**src/rtl/cclk_pkg.sv**
```systemverilog
package cclk_pkg;

    typedef enum logic [0:0] {
        ST_IDLE = 1'b0,
        ST_PEND = 1'b1
    } upd_state_e;

    localparam int unsigned A_ENA  = 0;
    localparam int unsigned A_SRC  = 1;
    localparam int unsigned A_CMD  = 2;
    localparam int unsigned A_INT  = 3;
    localparam int unsigned A_DIV0 = 4;

    localparam int unsigned CMD_START = 0;
    localparam int unsigned CMD_UPD   = 1;
    localparam int unsigned CMD_WAIT  = 2;

    localparam int unsigned INT_DONE = 0;
    localparam int unsigned INT_LOCK = 1;

endpackage

```
**src/rtl/cclk_regs.sv**
```systemverilog
module cclk_regs
    import cclk_pkg::*;
#(
    parameter int unsigned NUM_DIV = 4,
    parameter int unsigned DIV_W   = 8,
    parameter int unsigned DATA_W  = 32,
    parameter int unsigned ADDR_W  = 4
) (
    input  logic              clk,
    input  logic              rst_n,
    input  logic              wr_en_i,
    input  logic [ADDR_W-1:0] addr_i,
    input  logic [DATA_W-1:0] wdata_i,
    output logic [DATA_W-1:0] rdata_o,
    input  logic              data_busy_i,
    input  logic              cmd_busy_i,
    input  logic              cmd_done_i,
    output logic              act_ena_o,
    output logic [DIV_W-1:0]  act_div_o,
    output logic              irq_o
);

    localparam int unsigned SRC_W = (NUM_DIV > 1) ? $clog2(NUM_DIV) : 1;

    typedef struct packed {
        logic                              ena_s;
        logic [SRC_W-1:0]                  src_s;
        logic [NUM_DIV-1:0][DIV_W-1:0]     div_s;
        logic                              start;
        logic                              upd;
        logic                              wait_d;
        upd_state_e                        st;
        logic [1:0]                        intst;
        logic                              act_ena;
        logic [DIV_W-1:0]                  act_div;
    } regs_t;

    regs_t q, d;
    logic  lock_set;
    logic  apply;
    logic  upd_req;
    logic  [DIV_W-1:0] sel_div;

    assign upd_req = wr_en_i && (addr_i == ADDR_W'(A_CMD))
                     && wdata_i[CMD_START] && wdata_i[CMD_UPD];

    always_comb begin
        sel_div = '0;
        for (int i = 0; i < NUM_DIV; i++) begin
            if (q.src_s == SRC_W'(i)) sel_div = q.div_s[i];
        end
    end

    always_comb begin
        d        = q;
        lock_set = 1'b0;
        apply    = 1'b0;

        // apply staged values once the optional data wait is over
        if (q.st == ST_PEND && !(q.wait_d && data_busy_i)) begin
            apply     = 1'b1;
            d.act_ena = q.ena_s;
            d.act_div = sel_div;
            d.start   = 1'b0;
            d.upd     = 1'b0;
            d.wait_d  = 1'b0;
            d.st      = ST_IDLE;
        end

        if (wr_en_i) begin
            if (addr_i == ADDR_W'(A_ENA)) begin
                d.ena_s = wdata_i[0];
            end else if (addr_i == ADDR_W'(A_SRC)) begin
                d.src_s = wdata_i[SRC_W-1:0];
            end else if (addr_i == ADDR_W'(A_INT)) begin
                d.intst = q.intst & ~wdata_i[1:0];
            end else if (addr_i == ADDR_W'(A_CMD)) begin
                if (upd_req) begin
                    if (cmd_busy_i || q.st == ST_PEND) begin
                        lock_set = 1'b1;
                    end else begin
                        d.start  = 1'b1;
                        d.upd    = 1'b1;
                        d.wait_d = wdata_i[CMD_WAIT];
                        d.st     = ST_PEND;
                    end
                end
            end else begin
                for (int i = 0; i < NUM_DIV; i++) begin
                    if (addr_i == ADDR_W'(A_DIV0 + i)) d.div_s[i] = wdata_i[DIV_W-1:0];
                end
            end
        end

        if (cmd_done_i) d.intst[INT_DONE] = 1'b1;
        if (lock_set)   d.intst[INT_LOCK] = 1'b1;
    end

    always_ff @(posedge clk or negedge rst_n) begin
        if (!rst_n) q <= '0;
        else        q <= d;
    end

    always_comb begin
        rdata_o = '0;
        if (addr_i == ADDR_W'(A_ENA)) begin
            rdata_o[0] = q.ena_s;
        end else if (addr_i == ADDR_W'(A_SRC)) begin
            rdata_o[SRC_W-1:0] = q.src_s;
        end else if (addr_i == ADDR_W'(A_CMD)) begin
            rdata_o[2:0] = {q.wait_d, q.upd, q.start};
        end else if (addr_i == ADDR_W'(A_INT)) begin
            rdata_o[1:0] = q.intst;
        end else begin
            for (int i = 0; i < NUM_DIV; i++) begin
                if (addr_i == ADDR_W'(A_DIV0 + i)) rdata_o[DIV_W-1:0] = q.div_s[i];
            end
        end
    end

    assign act_ena_o = q.act_ena;
    assign act_div_o = q.act_div;
    assign irq_o     = |q.intst;


    act_hold_chk: assert property (@(posedge clk) disable iff (!rst_n)
        (q.st == ST_IDLE) |=> ($stable(act_div_o) && $stable(act_ena_o)));


    wait_hold_chk: assert property (@(posedge clk) disable iff (!rst_n)
        (q.st == ST_PEND && q.wait_d && data_busy_i) |=> (q.st == ST_PEND && q.start));


    done_clear_chk: assert property (@(posedge clk) disable iff (!rst_n)
        (q.st == ST_PEND && !(q.wait_d && data_busy_i)) |=> (!q.start && !q.upd && q.st == ST_IDLE));


    no_done_chk: assert property (@(posedge clk) disable iff (!rst_n)
        !cmd_done_i |=> !$rose(q.intst[INT_DONE]));


    lock_flag_chk: assert property (@(posedge clk) disable iff (!rst_n)
        (upd_req && cmd_busy_i) |=> q.intst[INT_LOCK]);

endmodule

```
**src/rtl/cclk_divgen.sv**
```systemverilog
module cclk_divgen #(
    parameter int unsigned DIV_W = 8
) (
    input  logic             clk,
    input  logic             rst_n,
    input  logic             en_i,
    input  logic [DIV_W-1:0] div_i,
    output logic             div_clk_o,
    output logic             byp_req_o
);

    typedef struct packed {
        logic [DIV_W-1:0] cnt;
        logic [DIV_W-1:0] half;
        logic             clk;
    } gen_t;

    gen_t q, d;
    logic run;

    assign run = en_i && (div_i != '0);

    always_comb begin
        d = q;
        if (q.clk) begin
            // a high phase always completes at the length it started with
            if (q.cnt == q.half - 1'b1) begin
                d.clk = 1'b0;
                d.cnt = '0;
            end else begin
                d.cnt = q.cnt + 1'b1;
            end
        end else if (run) begin
            if (q.cnt >= div_i - 1'b1) begin
                d.clk  = 1'b1;
                d.cnt  = '0;
                d.half = div_i;
            end else begin
                d.cnt = q.cnt + 1'b1;
            end
        end else begin
            d.cnt = '0;
        end
    end

    always_ff @(posedge clk or negedge rst_n) begin
        if (!rst_n) q <= '0;
        else        q <= d;
    end

    assign div_clk_o = q.clk;
    assign byp_req_o = en_i && (div_i == '0);


    full_high_chk: assert property (@(posedge clk) disable iff (!rst_n)
        $fell(q.clk) |-> ($past(q.cnt) == $past(q.half) - 1'b1));


    off_idle_chk: assert property (@(posedge clk) disable iff (!rst_n)
        (!en_i && !q.clk) |=> !q.clk);

endmodule

```
**src/rtl/cclk_gate.sv**
```systemverilog
module cclk_gate (
    input  logic clk,
    input  logic rst_n,
    input  logic en_i,
    output logic gclk_o
);

    logic gate_d, gate_q;

    always_comb gate_d = en_i;

    // enable changes only while the source clock is low
    always_ff @(negedge clk or negedge rst_n) begin
        if (!rst_n) gate_q <= 1'b0;
        else        gate_q <= gate_d;
    end

    assign gclk_o = clk & gate_q;

endmodule

```
**src/rtl/cclk_update_ctrl.sv**
```systemverilog
module cclk_update_ctrl #(
    parameter int unsigned NUM_DIV = 4,
    parameter int unsigned DIV_W   = 8,
    parameter int unsigned DATA_W  = 32,
    parameter int unsigned ADDR_W  = 4
) (
    input  logic              clk_i,
    input  logic              rst_ni,
    input  logic              wr_en_i,
    input  logic [ADDR_W-1:0] addr_i,
    input  logic [DATA_W-1:0] wdata_i,
    output logic [DATA_W-1:0] rdata_o,
    input  logic              data_busy_i,
    input  logic              cmd_busy_i,
    input  logic              cmd_done_i,
    output logic              cclk_o,
    output logic              irq_o
);

    logic             act_ena;
    logic [DIV_W-1:0] act_div;
    logic             div_clk;
    logic             byp_req;
    logic             byp_clk;

    cclk_regs #(
        .NUM_DIV(NUM_DIV), .DIV_W(DIV_W), .DATA_W(DATA_W), .ADDR_W(ADDR_W)
    ) u_regs (
        .clk(clk_i), .rst_n(rst_ni),
        .wr_en_i(wr_en_i), .addr_i(addr_i), .wdata_i(wdata_i), .rdata_o(rdata_o),
        .data_busy_i(data_busy_i), .cmd_busy_i(cmd_busy_i), .cmd_done_i(cmd_done_i),
        .act_ena_o(act_ena), .act_div_o(act_div), .irq_o(irq_o)
    );

    cclk_divgen #(.DIV_W(DIV_W)) u_divgen (
        .clk(clk_i), .rst_n(rst_ni),
        .en_i(act_ena), .div_i(act_div),
        .div_clk_o(div_clk), .byp_req_o(byp_req)
    );

    cclk_gate u_gate (
        .clk(clk_i), .rst_n(rst_ni),
        .en_i(byp_req), .gclk_o(byp_clk)
    );

    assign cclk_o = div_clk | byp_clk;

endmodule

```
**config.mk**
```make
export PLATFORM = sky130hd
export DESIGN_NAME = cclk_update_ctrl
export DESIGN_NICKNAME = d
export VERILOG_FILES = /design/src/rtl/cclk_pkg.sv /design/src/rtl/cclk_regs.sv /design/src/rtl/cclk_divgen.sv /design/src/rtl/cclk_gate.sv /design/src/rtl/cclk_update_ctrl.sv
export SDC_FILE = /design/constraint.sdc
export NUM_CORES = 1
export LEC_CHECK = 0
export ABC_CLOCK_PERIOD_IN_PS = 3700
export BUFFER_PORTS_ARGS = -buffer_cell sky130_fd_sc_hd__buf_2
export CAP_MARGIN = 20
export CORE_MARGIN = 4
export CORE_UTILIZATION = 56
export DETAILED_ROUTE_END_ITERATION = 8
export HOLD_SLACK_MARGIN = 0.1
export PLACE_DENSITY = 0.8
export SYNTH_ARGS = -nofsm -noshare
export SYNTH_HDL_FRONTEND = slang
export SYNTH_HIERARCHICAL = 1
export SYNTH_SLANG_ARGS = --single-unit
```
**constraint.sdc**
```tcl
create_clock -name clk_i -period 3.7 [get_ports clk_i]
set_input_delay 0 -clock clk_i [delete_from_list [all_inputs] [get_ports clk_i]]
set_output_delay 0 -clock clk_i [all_outputs]
set_load 0.02 [all_outputs]
```
**After elaboration in Yosys (flattened, before gate mapping)**

Index checks and enable logic that the tools add are counted.

- $add $sub $neg: 3
- Order comparisons: 1
- Eq/ne operators: 15
- Multiplexer cells: 46
- Bitwise logic cells: 9
- Reduce and logical (&&, ||, !) cells: 27

Operators with widths:

| operator | number |
|---|---|
| $mux 8 | 16 |
| $mux 6 | 5 |
| $reduce_and 6->1 | 4 |
| $mux 4 | 5 |
| $eq 4x3->1 const B | 4 |
| $sub 8x1->8 const B | 2 |
| $mux 1 | 14 |
| $add 8x1->8 const B | 1 |
| $eq 4x2->1 const B | 2 |
| $eq 8x8->1 | 1 |
| $ge 8x8->1 | 1 |
| $logic_not 8->1 | 1 |
| $reduce_and 4->1 | 2 |
| $reduce_bool 2->1 | 4 |
| $reduce_bool 8->1 | 1 |
| $logic_and 1x1->1 | 7 |
| $mux 7 | 1 |
| $mux 2 | 3 |
| $reduce_and 3->1 | 2 |
| $mux 5 | 1 |
| $not 1->1 | 5 |
| $eq 2x2->1 const B | 2 |
| $eq 4x1->1 const B | 1 |
| $logic_not 4->1 | 1 |
| other kinds (13) | 15 |

- Flip-flop bits (word level): 68
- Bits of input ports: 42
- Word-level logic and storage cells: 119

**Longest topological paths before layout**

- Depth in word-level cells: 13
- Depth in mapped cells: 13

**By module**

The synthesis kept the hierarchy.

By module, submodules not included:

| module | instances | cells an instance | area an instance (um^2) | seq. area each (um^2) |
|---|---|---|---|---|
| cclk_regs | 1 | 212 | 2751.4 | 1251.2 |
| cclk_divgen | 1 | 122 | 1242.4 | 425.4 |
| cclk_gate | 1 | 2 | 31.3 | 25.0 |
| cclk_update_ctrl | 1 | 1 | 6.3 | 0.0 |

==> flow_metrics.env <==
export IMPL_io_pins=76
export IMPL_layout_commonest_cell="dfrtp_1"
export IMPL_hold_viol=0
export IMPL_post_cts_buffers=0
export IMPL_area_delta_synth_final_pct=11.6
export IMPL_final_cell_mix="dfrtp_1, mux2_2, buf_2"
export IMPL_netlist_top_cells_area="dfrtp_1, mux2_2, mux4_2"
export IMPL_rsz0062_at_grt="no"
export IMPL_fp_dieH_um=92.8
export IMPL_synth_top_flop_cell="dfrtp_1"
export IMPL_grt_max_degree=68
export IMPL_wirelength_um=8370
export IMPL_vias=2698
export IMPL_critPathKind="flop to flop"
export IMPL_yosys_area_top_type="dfrtp_1"
export IMPL_dieArea_um2=8620
export IMPL_crit_path_end_kind="flop"
export IMPL_nets=431
export IMPL_ys_seq_elements=68
export IMPL_final_layout_size_suffix_gt1_frac=0.304
export IMPL_crit_start="u_regs/act_div_o[3]"
export IMPL_ir_drop_mv=0.331
export IMPL_tns_ns=0
export IMPL_vias_per_cell=5.64
export IMPL_cp_required_ns=2.32
export IMPL_avgSynthCellArea_um2=12.0
export IMPL_post_dp_hpwl_um=5660
export IMPL_holdCritPathClass="input port to flop"
export IMPL_synth_distinct_cells=55
export IMPL_synth_edf_count=0
export IMPL_crit_path_end="u_gate/gate_q"
export IMPL_ant_nets=0
export IMPL_cp_arrival_ns=2.01
export IMPL_grt_use_met2=0.356
export IMPL_core_rowCount=30
export IMPL_design_area_um2=4500
export IMPL_place_congestion=0.910
export IMPL_rr_worst_depth=3
export IMPL_crit_path_start_kind="flop"
export IMPL_synth_seq_area_share=0.422
export IMPL_gr_total_overflow=0
export IMPL_antenna_found_initial=0
export IMPL_first_global_vias=2774
export IMPL_max_slew_margin_rel=0.449
export IMPL_port_buffers=27
export IMPL_worst_pin_slew_ns=0.817
export IMPL_maxSlewViolCount=0
export IMPL_reg2reg_from="u_regs/act_div_o[3]"
export IMPL_worstSkewPairLatency_ns=0.44
export IMPL_cts_tree="yes"
export IMPL_status="completed"
export IMPL_holdWs_ns=0.284
export IMPL_first_iter_violations=168
export IMPL_leakagePower_nw=2.08
export IMPL_place_area_um2=4080
export IMPL_synth_cells=337
export IMPL_initial_core_util=0.584
export IMPL_drc=0
export IMPL_synth_warnings=6
export IMPL_wl_per_cell_um=17.5
export IMPL_async_reset_ff_frac=1.00
export IMPL_r2r_end="u_gate/gate_q"
export IMPL_core_um2=6910
export IMPL_final_setup_viol_count=0
export IMPL_finClkSkew_ns=0.0108
export IMPL_grt_busiest_layer="met2"
export IMPL_cts_clk_slew_worst_paths_ns=0.08
export IMPL_synth_top_cell_area_share=0.416
export IMPL_fin_cells=478
export IMPL_die_x_um=92.8
export IMPL_grtUsageTotal=0.211
export IMPL_dp_cells=440
export IMPL_syn_cell_area_um2=4030
export IMPL_powerDensity_nw_per_um2=462
export IMPL_grt_pass1_wl_um=13800
export IMPL_crit_fanout=6
export IMPL_grt_use_met3=0.0658
export IMPL_reg2reg_slack_ns=0.31
export IMPL_grt_use_met1=0.254
export IMPL_drv_cap=0
export IMPL_drt_pass1_iter_count=4
export IMPL_insertedDiodeCount=0
-- cell usage after synthesis, drive strengths merged, types with 3 or more instances --
cell type	count
xor2	8
a31oi	9
and3	4
mux2	51
nor2b	5
a21oi	9
or3	4
buf	42
mux4	15
nor3b	3
a21o	3
o21ai	3
mux2i	4
nand2	11
nand3	10
nor2	9
clkbuf	3
ha	12
nor3	6
and2	7
dfrtp	67
inv	12
xnor2	14
-- report_power, final --
| part | internal, W | switching (W) |
|---|---|---|
| combinational | 0.000253 | 0.000190 |
| sequential | 0.000847 | 0.000105 |
| clock | 0.000381 | 0.000304 |
| total | 0.00148 | 0.000598 |
-- flip-flops by register name, summed over array words and instances, names as in the netlist --
name                cells
u_regs/act_div_o        8
u_regs/act_ena_o        1
u_divgen/div_clk_o      1
u_regs/q               41
u_divgen/q             16
u_gate/gate_q           1
-- worst min path at each step --
stage	from	depth (start not counted)	to
after floorplan	rst_ni	0	u_divgen/div_clk_o
after global placement	cmd_done_i	2	u_regs/q[9]
after detailed placement	cmd_done_i	2	u_regs/q[9]
after CTS	addr_i[1]	4	u_regs/q[49]
after global routing	addr_i[1]	4	u_regs/q[47]
final	addr_i[1]	4	u_regs/q[49]
-- cell families after synthesis --
| family | count (synthesis) | share of synthesized area |
|---|---|---|
| XOR/XNOR | 22 | 0.0478 |
| other | 1 | 0.000930 |
| flip-flops | 68 | 0.422 |
| adder cells (fa/ha/maj) | 12 | 0.0372 |
| multiplexers | 70 | 0.237 |
| AO/OA/AOI/OAI | 36 | 0.0621 |
| AND/OR/NAND/NOR | 71 | 0.104 |
| buffers and inverters | 57 | 0.0888 |
-- critical path, cell delays in order, from the launching register on --
cell and delay (ns):
dfrtp_1 0.43, or4_1 0.60, nor4b_2 0.36, and2_1 0.18
-- cell type report --
class | instances | area, um^2
Fill cell | 522 | 2410
Tap cell | 96 | 120
Inverter | 12 | 45.0
Clock inverter | 6 | 63.8
Multi-Input combinational cell | 235 | 2060
Clock buffer | 14 | 174
Sequential cell | 68 | 1700
Timing Repair Buffer | 47 | 335
-- routing by layer --
metal | vias to the layer above | routed length [um]
li1 | 1238 | -
met1 | 1343 | 3390
met2 | 95 | 4400
met3 | 22 | 405
met4 | 0 | 167
met5 | - | 0
-- per-stage QoR --
stage / power [W] / setup slack [ns] / utilization
detailed placement: 0.00139 / 0.329 / 0.590
global route: 0.00219 / 0.149 / 0.651
CTS: 0.00210 / 0.302 / 0.651
finish: 0.00208 / 0.311 / 0.651
floorplan: 0.00130 / 0.360 / -
global placement: 0.00136 / 0.362 / 0.590
-- timing repair --
action                     4_1_cts  5_1_grt
setup endpoints to repair        0        0
hold buffers                    19        0
gates resized for setup          0        0
hold endpoints to repair       108        0
Note: power is estimated with default switching activity, not from simulation.
